**config.mk**
```make
export PLATFORM = sky130hd
export DESIGN_NAME = pt_walker
export DESIGN_NICKNAME = d
export VERILOG_FILES = /design/src/rtl/ptw_pkg.sv /design/src/rtl/ptw_ctrl.sv /design/src/rtl/ptw_dp.sv /design/src/rtl/pt_walker.sv
export SDC_FILE = /design/constraint.sdc
export NUM_CORES = 1
export LEC_CHECK = 0
export ABC_AREA = 1
export BUFFER_PORTS_ARGS = -buffer_cell sky130_fd_sc_hd__buf_2
export CAP_MARGIN = 10
export CORE_MARGIN = 1.5
export CORE_UTILIZATION = 25
export DETAILED_ROUTE_END_ITERATION = 12
export PLACE_DENSITY = 0.56
export SYNTH_ARGS = -nofsm -noshare
export SYNTH_HDL_FRONTEND = slang
export SYNTH_SLANG_ARGS = --single-unit
```
**constraint.sdc**
```tcl
create_clock -name clk -period 1.5 [get_ports clk]
set_input_delay 0.15 -clock clk [delete_from_list [all_inputs] [get_ports clk]]
set_output_delay 0.15 -clock clk [all_outputs]
set_load 0.1 [all_outputs]
```
**src/rtl/ptw_pkg.sv**
```systemverilog
package ptw_pkg;

    localparam int VA_W     = 32;
    localparam int PA_W     = 28;
    localparam int OFF_W    = 12;
    localparam int ENT_W    = 32;
    localparam int LO_IDX_W = 10;
    localparam int HI_IDX_W = VA_W - OFF_W - LO_IDX_W;
    localparam int FRAME_W  = PA_W - OFF_W;
    localparam int ENT_SHIFT = $clog2(ENT_W / 8);
    localparam int IDX_W    = OFF_W - ENT_SHIFT;
    localparam int LEVELS   = 2;

    typedef enum logic [2:0] {
        ST_IDLE,
        ST_RD1,
        ST_WT1,
        ST_RD2,
        ST_WT2,
        ST_DONE,
        ST_FAULT
    } walk_st_e;

    typedef struct packed {
        logic [HI_IDX_W-1:0] hi;
        logic [LO_IDX_W-1:0] lo;
        logic [OFF_W-1:0]    off;
    } va_t;

    typedef struct packed {
        logic [FRAME_W-1:0]         frame;
        logic [ENT_W-FRAME_W-2:0]   spare;
        logic                       present;
    } pte_t;

    function automatic logic [PA_W-1:0] slot_addr(
        input logic [FRAME_W-1:0] base,
        input logic [IDX_W-1:0]   idx
    );
        return {base, {OFF_W{1'b0}}} + (PA_W'(idx) << ENT_SHIFT);
    endfunction

endpackage

```
**src/rtl/ptw_ctrl.sv**
```systemverilog
module ptw_ctrl
    import ptw_pkg::*;
(
    input  logic     clk,
    input  logic     rst,
    input  logic     req_valid,
    input  logic     mem_rd_ready,
    input  logic     mem_rsp_valid,
    input  logic     pte_present,
    output walk_st_e state,
    output logic     req_ready,
    output logic     rd_valid,
    output logic     sel_l2,
    output logic     cap_req,
    output logic     cap_l1,
    output logic     cap_l2,
    output logic     done,
    output logic     fault
);

    walk_st_e state_nx;

    always_comb begin
        state_nx = state;
        cap_req  = 1'b0;
        cap_l1   = 1'b0;
        cap_l2   = 1'b0;
        unique case (state)
            ST_IDLE: if (req_valid) begin
                state_nx = ST_RD1;
                cap_req  = 1'b1;
            end
            ST_RD1: if (mem_rd_ready) state_nx = ST_WT1;
            ST_WT1: if (mem_rsp_valid) begin
                if (pte_present) begin
                    state_nx = ST_RD2;
                    cap_l1   = 1'b1;
                end else begin
                    state_nx = ST_FAULT;
                end
            end
            ST_RD2: if (mem_rd_ready) state_nx = ST_WT2;
            ST_WT2: if (mem_rsp_valid) begin
                if (pte_present) begin
                    state_nx = ST_DONE;
                    cap_l2   = 1'b1;
                end else begin
                    state_nx = ST_FAULT;
                end
            end
            ST_DONE:  state_nx = ST_IDLE;
            ST_FAULT: state_nx = ST_IDLE;
            default:  state_nx = ST_IDLE;
        endcase
    end

    always_ff @(posedge clk) begin
        if (rst) state <= ST_IDLE;
        else     state <= state_nx;
    end

    assign req_ready = (state == ST_IDLE);
    assign rd_valid  = (state == ST_RD1) || (state == ST_RD2);
    assign sel_l2    = (state == ST_RD2);
    assign done      = (state == ST_DONE);
    assign fault     = (state == ST_FAULT);

    AST_DONE_SINGLE: assert property (@(posedge clk) disable iff (rst)
        done |=> !done) else $error("done held");
    AST_FAULT_SINGLE: assert property (@(posedge clk) disable iff (rst)
        fault |=> !fault) else $error("fault held");
    AST_END_READY: assert property (@(posedge clk) disable iff (rst)
        (done || fault) |=> req_ready) else $error("no return to idle");
    AST_RD_HELD: assert property (@(posedge clk) disable iff (rst)
        (rd_valid && !mem_rd_ready) |=> rd_valid) else $error("read dropped");
    AST_BUSY_NOT_READY: assert property (@(posedge clk) disable iff (rst)
        req_ready |-> (!rd_valid && !done && !fault)) else $error("ready while busy");

endmodule

```
**src/rtl/ptw_dp.sv**
```systemverilog
module ptw_dp
    import ptw_pkg::*;
(
    input  logic               clk,
    input  logic               rst,
    input  logic               cap_req,
    input  logic               cap_l1,
    input  logic               cap_l2,
    input  logic               sel_l2,
    input  logic [VA_W-1:0]    req_vaddr,
    input  logic [FRAME_W-1:0] root_frame,
    input  logic [ENT_W-1:0]   mem_rsp_data,
    output logic               pte_present,
    output logic [PA_W-1:0]    mem_rd_addr,
    output logic [PA_W-1:0]    paddr
);

    va_t                va_q;
    logic [FRAME_W-1:0] root_q;
    logic [FRAME_W-1:0] tbl_q;
    logic [FRAME_W-1:0] frame_q;
    pte_t               pte;
    logic               unused_spare;

    assign pte          = pte_t'(mem_rsp_data);
    assign pte_present  = pte.present;
    assign unused_spare = ^pte.spare;

    always_ff @(posedge clk) begin
        if (rst) begin
            va_q    <= '0;
            root_q  <= '0;
            tbl_q   <= '0;
            frame_q <= '0;
        end else begin
            if (cap_req) begin
                va_q   <= va_t'(req_vaddr);
                root_q <= root_frame;
            end
            if (cap_l1) tbl_q   <= pte.frame;
            if (cap_l2) frame_q <= pte.frame;
        end
    end

    logic [FRAME_W-1:0] lvl_base [LEVELS];
    logic [IDX_W-1:0]   lvl_idx  [LEVELS];
    logic [PA_W-1:0]    lvl_addr [LEVELS];

    assign lvl_base[0] = root_q;
    assign lvl_base[1] = tbl_q;
    assign lvl_idx[0]  = IDX_W'(va_q.hi);
    assign lvl_idx[1]  = IDX_W'(va_q.lo);

    for (genvar g = 0; g < LEVELS; g++) begin : g_lvl
        assign lvl_addr[g] = slot_addr(lvl_base[g], lvl_idx[g]);
    end

    assign mem_rd_addr = sel_l2 ? lvl_addr[1] : lvl_addr[0];
    assign paddr       = {frame_q, va_q.off};

endmodule

```
**src/rtl/pt_walker.sv**
```systemverilog
module pt_walker
    import ptw_pkg::*;
(
    input  logic               clk,
    input  logic               rst,
    input  logic               req_valid,
    output logic               req_ready,
    input  logic [VA_W-1:0]    req_vaddr,
    input  logic [FRAME_W-1:0] root_frame,
    output logic               mem_rd_valid,
    input  logic               mem_rd_ready,
    output logic [PA_W-1:0]    mem_rd_addr,
    input  logic               mem_rsp_valid,
    input  logic [ENT_W-1:0]   mem_rsp_data,
    output logic               done,
    output logic               fault,
    output logic [PA_W-1:0]    paddr
);

    walk_st_e state;
    logic     sel_l2, cap_req, cap_l1, cap_l2, pte_present;

    ptw_ctrl u_ctrl (
        .clk          (clk),
        .rst          (rst),
        .req_valid    (req_valid),
        .mem_rd_ready (mem_rd_ready),
        .mem_rsp_valid(mem_rsp_valid),
        .pte_present  (pte_present),
        .state        (state),
        .req_ready    (req_ready),
        .rd_valid     (mem_rd_valid),
        .sel_l2       (sel_l2),
        .cap_req      (cap_req),
        .cap_l1       (cap_l1),
        .cap_l2       (cap_l2),
        .done         (done),
        .fault        (fault)
    );

    ptw_dp u_dp (
        .clk         (clk),
        .rst         (rst),
        .cap_req     (cap_req),
        .cap_l1      (cap_l1),
        .cap_l2      (cap_l2),
        .sel_l2      (sel_l2),
        .req_vaddr   (req_vaddr),
        .root_frame  (root_frame),
        .mem_rsp_data(mem_rsp_data),
        .pte_present (pte_present),
        .mem_rd_addr (mem_rd_addr),
        .paddr       (paddr)
    );

    AST_ADDR_STABLE: assert property (@(posedge clk) disable iff (rst)
        (mem_rd_valid && !mem_rd_ready) |=> $stable(mem_rd_addr)) else $error("address moved");
    AST_END_EXCL: assert property (@(posedge clk) disable iff (rst)
        !(done && fault)) else $error("done with fault");
    AST_L2_AFTER_PRESENT: assert property (@(posedge clk) disable iff (rst)
        (mem_rsp_valid && !pte_present && !req_ready && !mem_rd_valid) |=> (fault && !mem_rd_valid)) else $error("walk went on");

endmodule

```
==> results.py <==
metrics = {
    "synthesis": {
        "synth_area_um2": 3400,
        "yosys_register_bits": 83,
        "synthCells": 457,
        "yosysWarnings": 0,
        "synth_area_per_cell_um2": 7.43,
        "ys_types": 20,
        "seq_area_frac_synth": 0.489,
    },
    "timing": {
        "max_freq_mhz": 564,
        "finalWorstSetupSlack_ns": -0.274,
        "period_needed_ns": 1.77,
        "setup_viol": 28,
        "finalMaxSlewViolations": 0,
        "hold_viol_final": 0,
        "fin_crit_sh": 1.18,
        "rsz0062_at_grt": "true",
        "whs_ns": 0.0492,
        "clock_skew_ns": 0.00654,
    },
    "placed_design": {
        "hpwl_um": 6740,
        "port_buffers": 127,
        "placed_area_um2": 5010,
        "routabilityCongestion": 0.769,
    },
    "run": {
        "max_cap_violations": 0,
    },
    "floorplan": {
        "design.core.area_um2": 13200,
        "rows": 42,
        "die_area_um2": 14300,
        "die_y_um": 120,
        "initial_core_util": 0.256,
        "die-width_um": 120,
        "pin_count": 145,
    },
    "clocking": {
        "htreeDepth": 3,
        "clock-sinks": 83,
        "clk_latency_ns": 0.34,
        "cts_buffers": 9,
        "tritoncts": "yes",
        "clock_path_buffers": 2,
        "clkSlewWorstSetupHoldPaths_ns": 0.07,
        "cts-root-buf": "clkbuf_16",
    },
    "global_routing": {
        "grt_max_degree": 61,
        "gr-usage-all-layers": 0.151,
        "grt_pass1_vias": 3490,
        "grt_pass1_wl_um": 17000,
        "antenna_found_initial": 0,
        "grt_overflow": 0,
    },
    "detailed_routing": {
        "drc": 0,
        "wl_um": 10600,
        "vias": 3506,
        "drtIter0Drc": 156,
        "ant_nets": 0,
        "via_per_inst": 4.49,
        "wire_per_inst_um": 13.6,
        "drt-pass1-iter-count": 4,
    },
    "critical_path": {
        "cp.arrival_ns": 1.62,
        "cp_data_required_time_ns": 1.35,
        "critPathMaxFanout": 8,
        "cp-start-kind": "flop",
        "crit_path_end_kind": "output port",
        "crit_type": "reg -> out",
    },
    "final_layout": {
        "area_growth_pct": 71.8,
        "layout-drive-gt1-share": 0.407,
        "stdcell_area_um2": 5830,
        "diodes": 0,
        "finalNetCount": 684,
    },
    "pwr": {
        "peakVddDrop_mv": 1.14,
        "power_density_nw_per_um2": 2180,
        "total_power_uw": 12700,
        "p_leak_uw": 0.00247,
    },
    "outcome": {
        "violations": "negative setup slack",
        "outcome": "finished, violations left",
    },
    "min_path": {
        "worstHoldPathType": "in -> reg",
    },
}
[power by group]
group	internal (uW)	switching [uW]	total, uW
sequential	2660	224	2880
combinational	2720	4910	7620
clock	1170	1040	2210
total	6550	6170	12700
[path summary, 6_finish.rpt]
kind	startpoint	end	slack [ns]	cells past startpoint
max	u_ctrl.state[0]	mem_rd_addr[25]	-0.27	7
min	mem_rsp_data[26]	u_dp.tbl_q[10]	0.05	3
max reg2reg	u_ctrl.state[1]	u_dp.root_q[11]	0.06	8
min reg2reg	u_dp.frame_q[13]	u_dp.frame_q[13]	0.44	2
[cells in the final DEF (no fill, tap or decap)]
master / Yosys / final
nor2_1: 52 / 36
nand3_1: 27 / 26
inv_8: 0 / 2
conb_1: 1 / 2
dfxtp_4: 0 / 2
buf_6: 6 / 2
inv_2: 2 / 1
inv_4: 0 / 2
clkinvlp_4: 0 / 2
clkinv_8: 0 / 1
a21oi_2: 0 / 3
nand3_2: 2 / 3
clkinv_1: 0 / 1
bufbuf_16: 0 / 2
buf_2: 6 / 97
a21oi_4: 0 / 16
nor2_2: 1 / 1
buf_16: 0 / 5
o21ai_4: 0 / 10
dfxtp_2: 0 / 1
nand2_1: 48 / 44
buf_12: 0 / 38
a21oi_1: 81 / 62
inv_6: 0 / 3
inv_1: 52 / 48
nand2_2: 3 / 6
nand2_8: 0 / 1
nor3_4: 0 / 2
dfxtp_1: 83 / 80
buf_4: 4 / 18
clkbuf_16: 0 / 9
clkinv_4: 0 / 1
o21ai_0: 54 / 46
nor2_4: 2 / 18
o21ai_1: 15 / 13
[cells in the mapped netlist (all sizes together)]
cell type	instances	area, um2
buf	16	128
conb	1	3.75
nor2	55	224
a21oi	81	405
inv	54	203
o21ai	69	345
clkbuf	16	61.3
nand2	51	199
nand3	29	155
nor3	2	10.0
dfxtp	83	1660
[final cells by class]
class / instances / area, um2
clock buffer: 9 / 225
tap: 176 / 220
inverter: 54 / 219
multi-input combinational: 289 / 1820
fill: 1309 / 7410
sequential: 83 / 1670
clock inverter: 7 / 70.1
timing repair buffer: 162 / 1610
[logic make-up after synthesis]
kind of cell    synth area share
compound gates             0.221
other cells              0.00110
flops                      0.489
simple gates               0.173
buf+inv                    0.115
[per-stage QoR]
step | setup WS (ns) | std cells | setup TNS [ns] | utilization
after global placement | 0.0559 | 744 | 0 | 0.379
after CTS | -0.293 | 777 | -7.17 | 0.432
after global routing | -0.322 | 780 | -8.24 | 0.440
after detailed placement | 0.0326 | 744 | 0 | 0.379
after floorplan | -0.561 | 458 | -15.08 | -
final | -0.274 | 780 | -6.54 | 0.440
[routing by layer]
metal / wire [um] / GRT usage
met1: 4640 / 0.185
met4: 99 / 0.0432
met2: 5200 / 0.256
met3: 670 / 0.0452
met5: 0 / 0
[repair_timing]
item / CTS / global route
gates resized for setup: 41 / 20
setup buffers: 11 / 3
hold buffers: 0 / 0
endpoints found under the setup margin: 29 / 48
gates cloned: 6 / 0
pin swaps: 4 / 8
[critical path, cell delays in order, from the launching register on]
cell and delay (ns):
dfxtp_4 0.37, inv_6 0.04, nor2_4 0.14, nand2_8 0.08, buf_12 0.14, buf_16 0.15, a21oi_4 0.17, buf_12 0.19
[registers in the layout, indices dropped and copies added, names as in the netlist]
register and cells:
u_dp.paddr 12, u_ctrl.state 3, u_dp.lvl_idx 20, u_dp.tbl_q 16, u_dp.frame_q 16, u_dp.root_q 16
(Power assumes the default switching activity.)
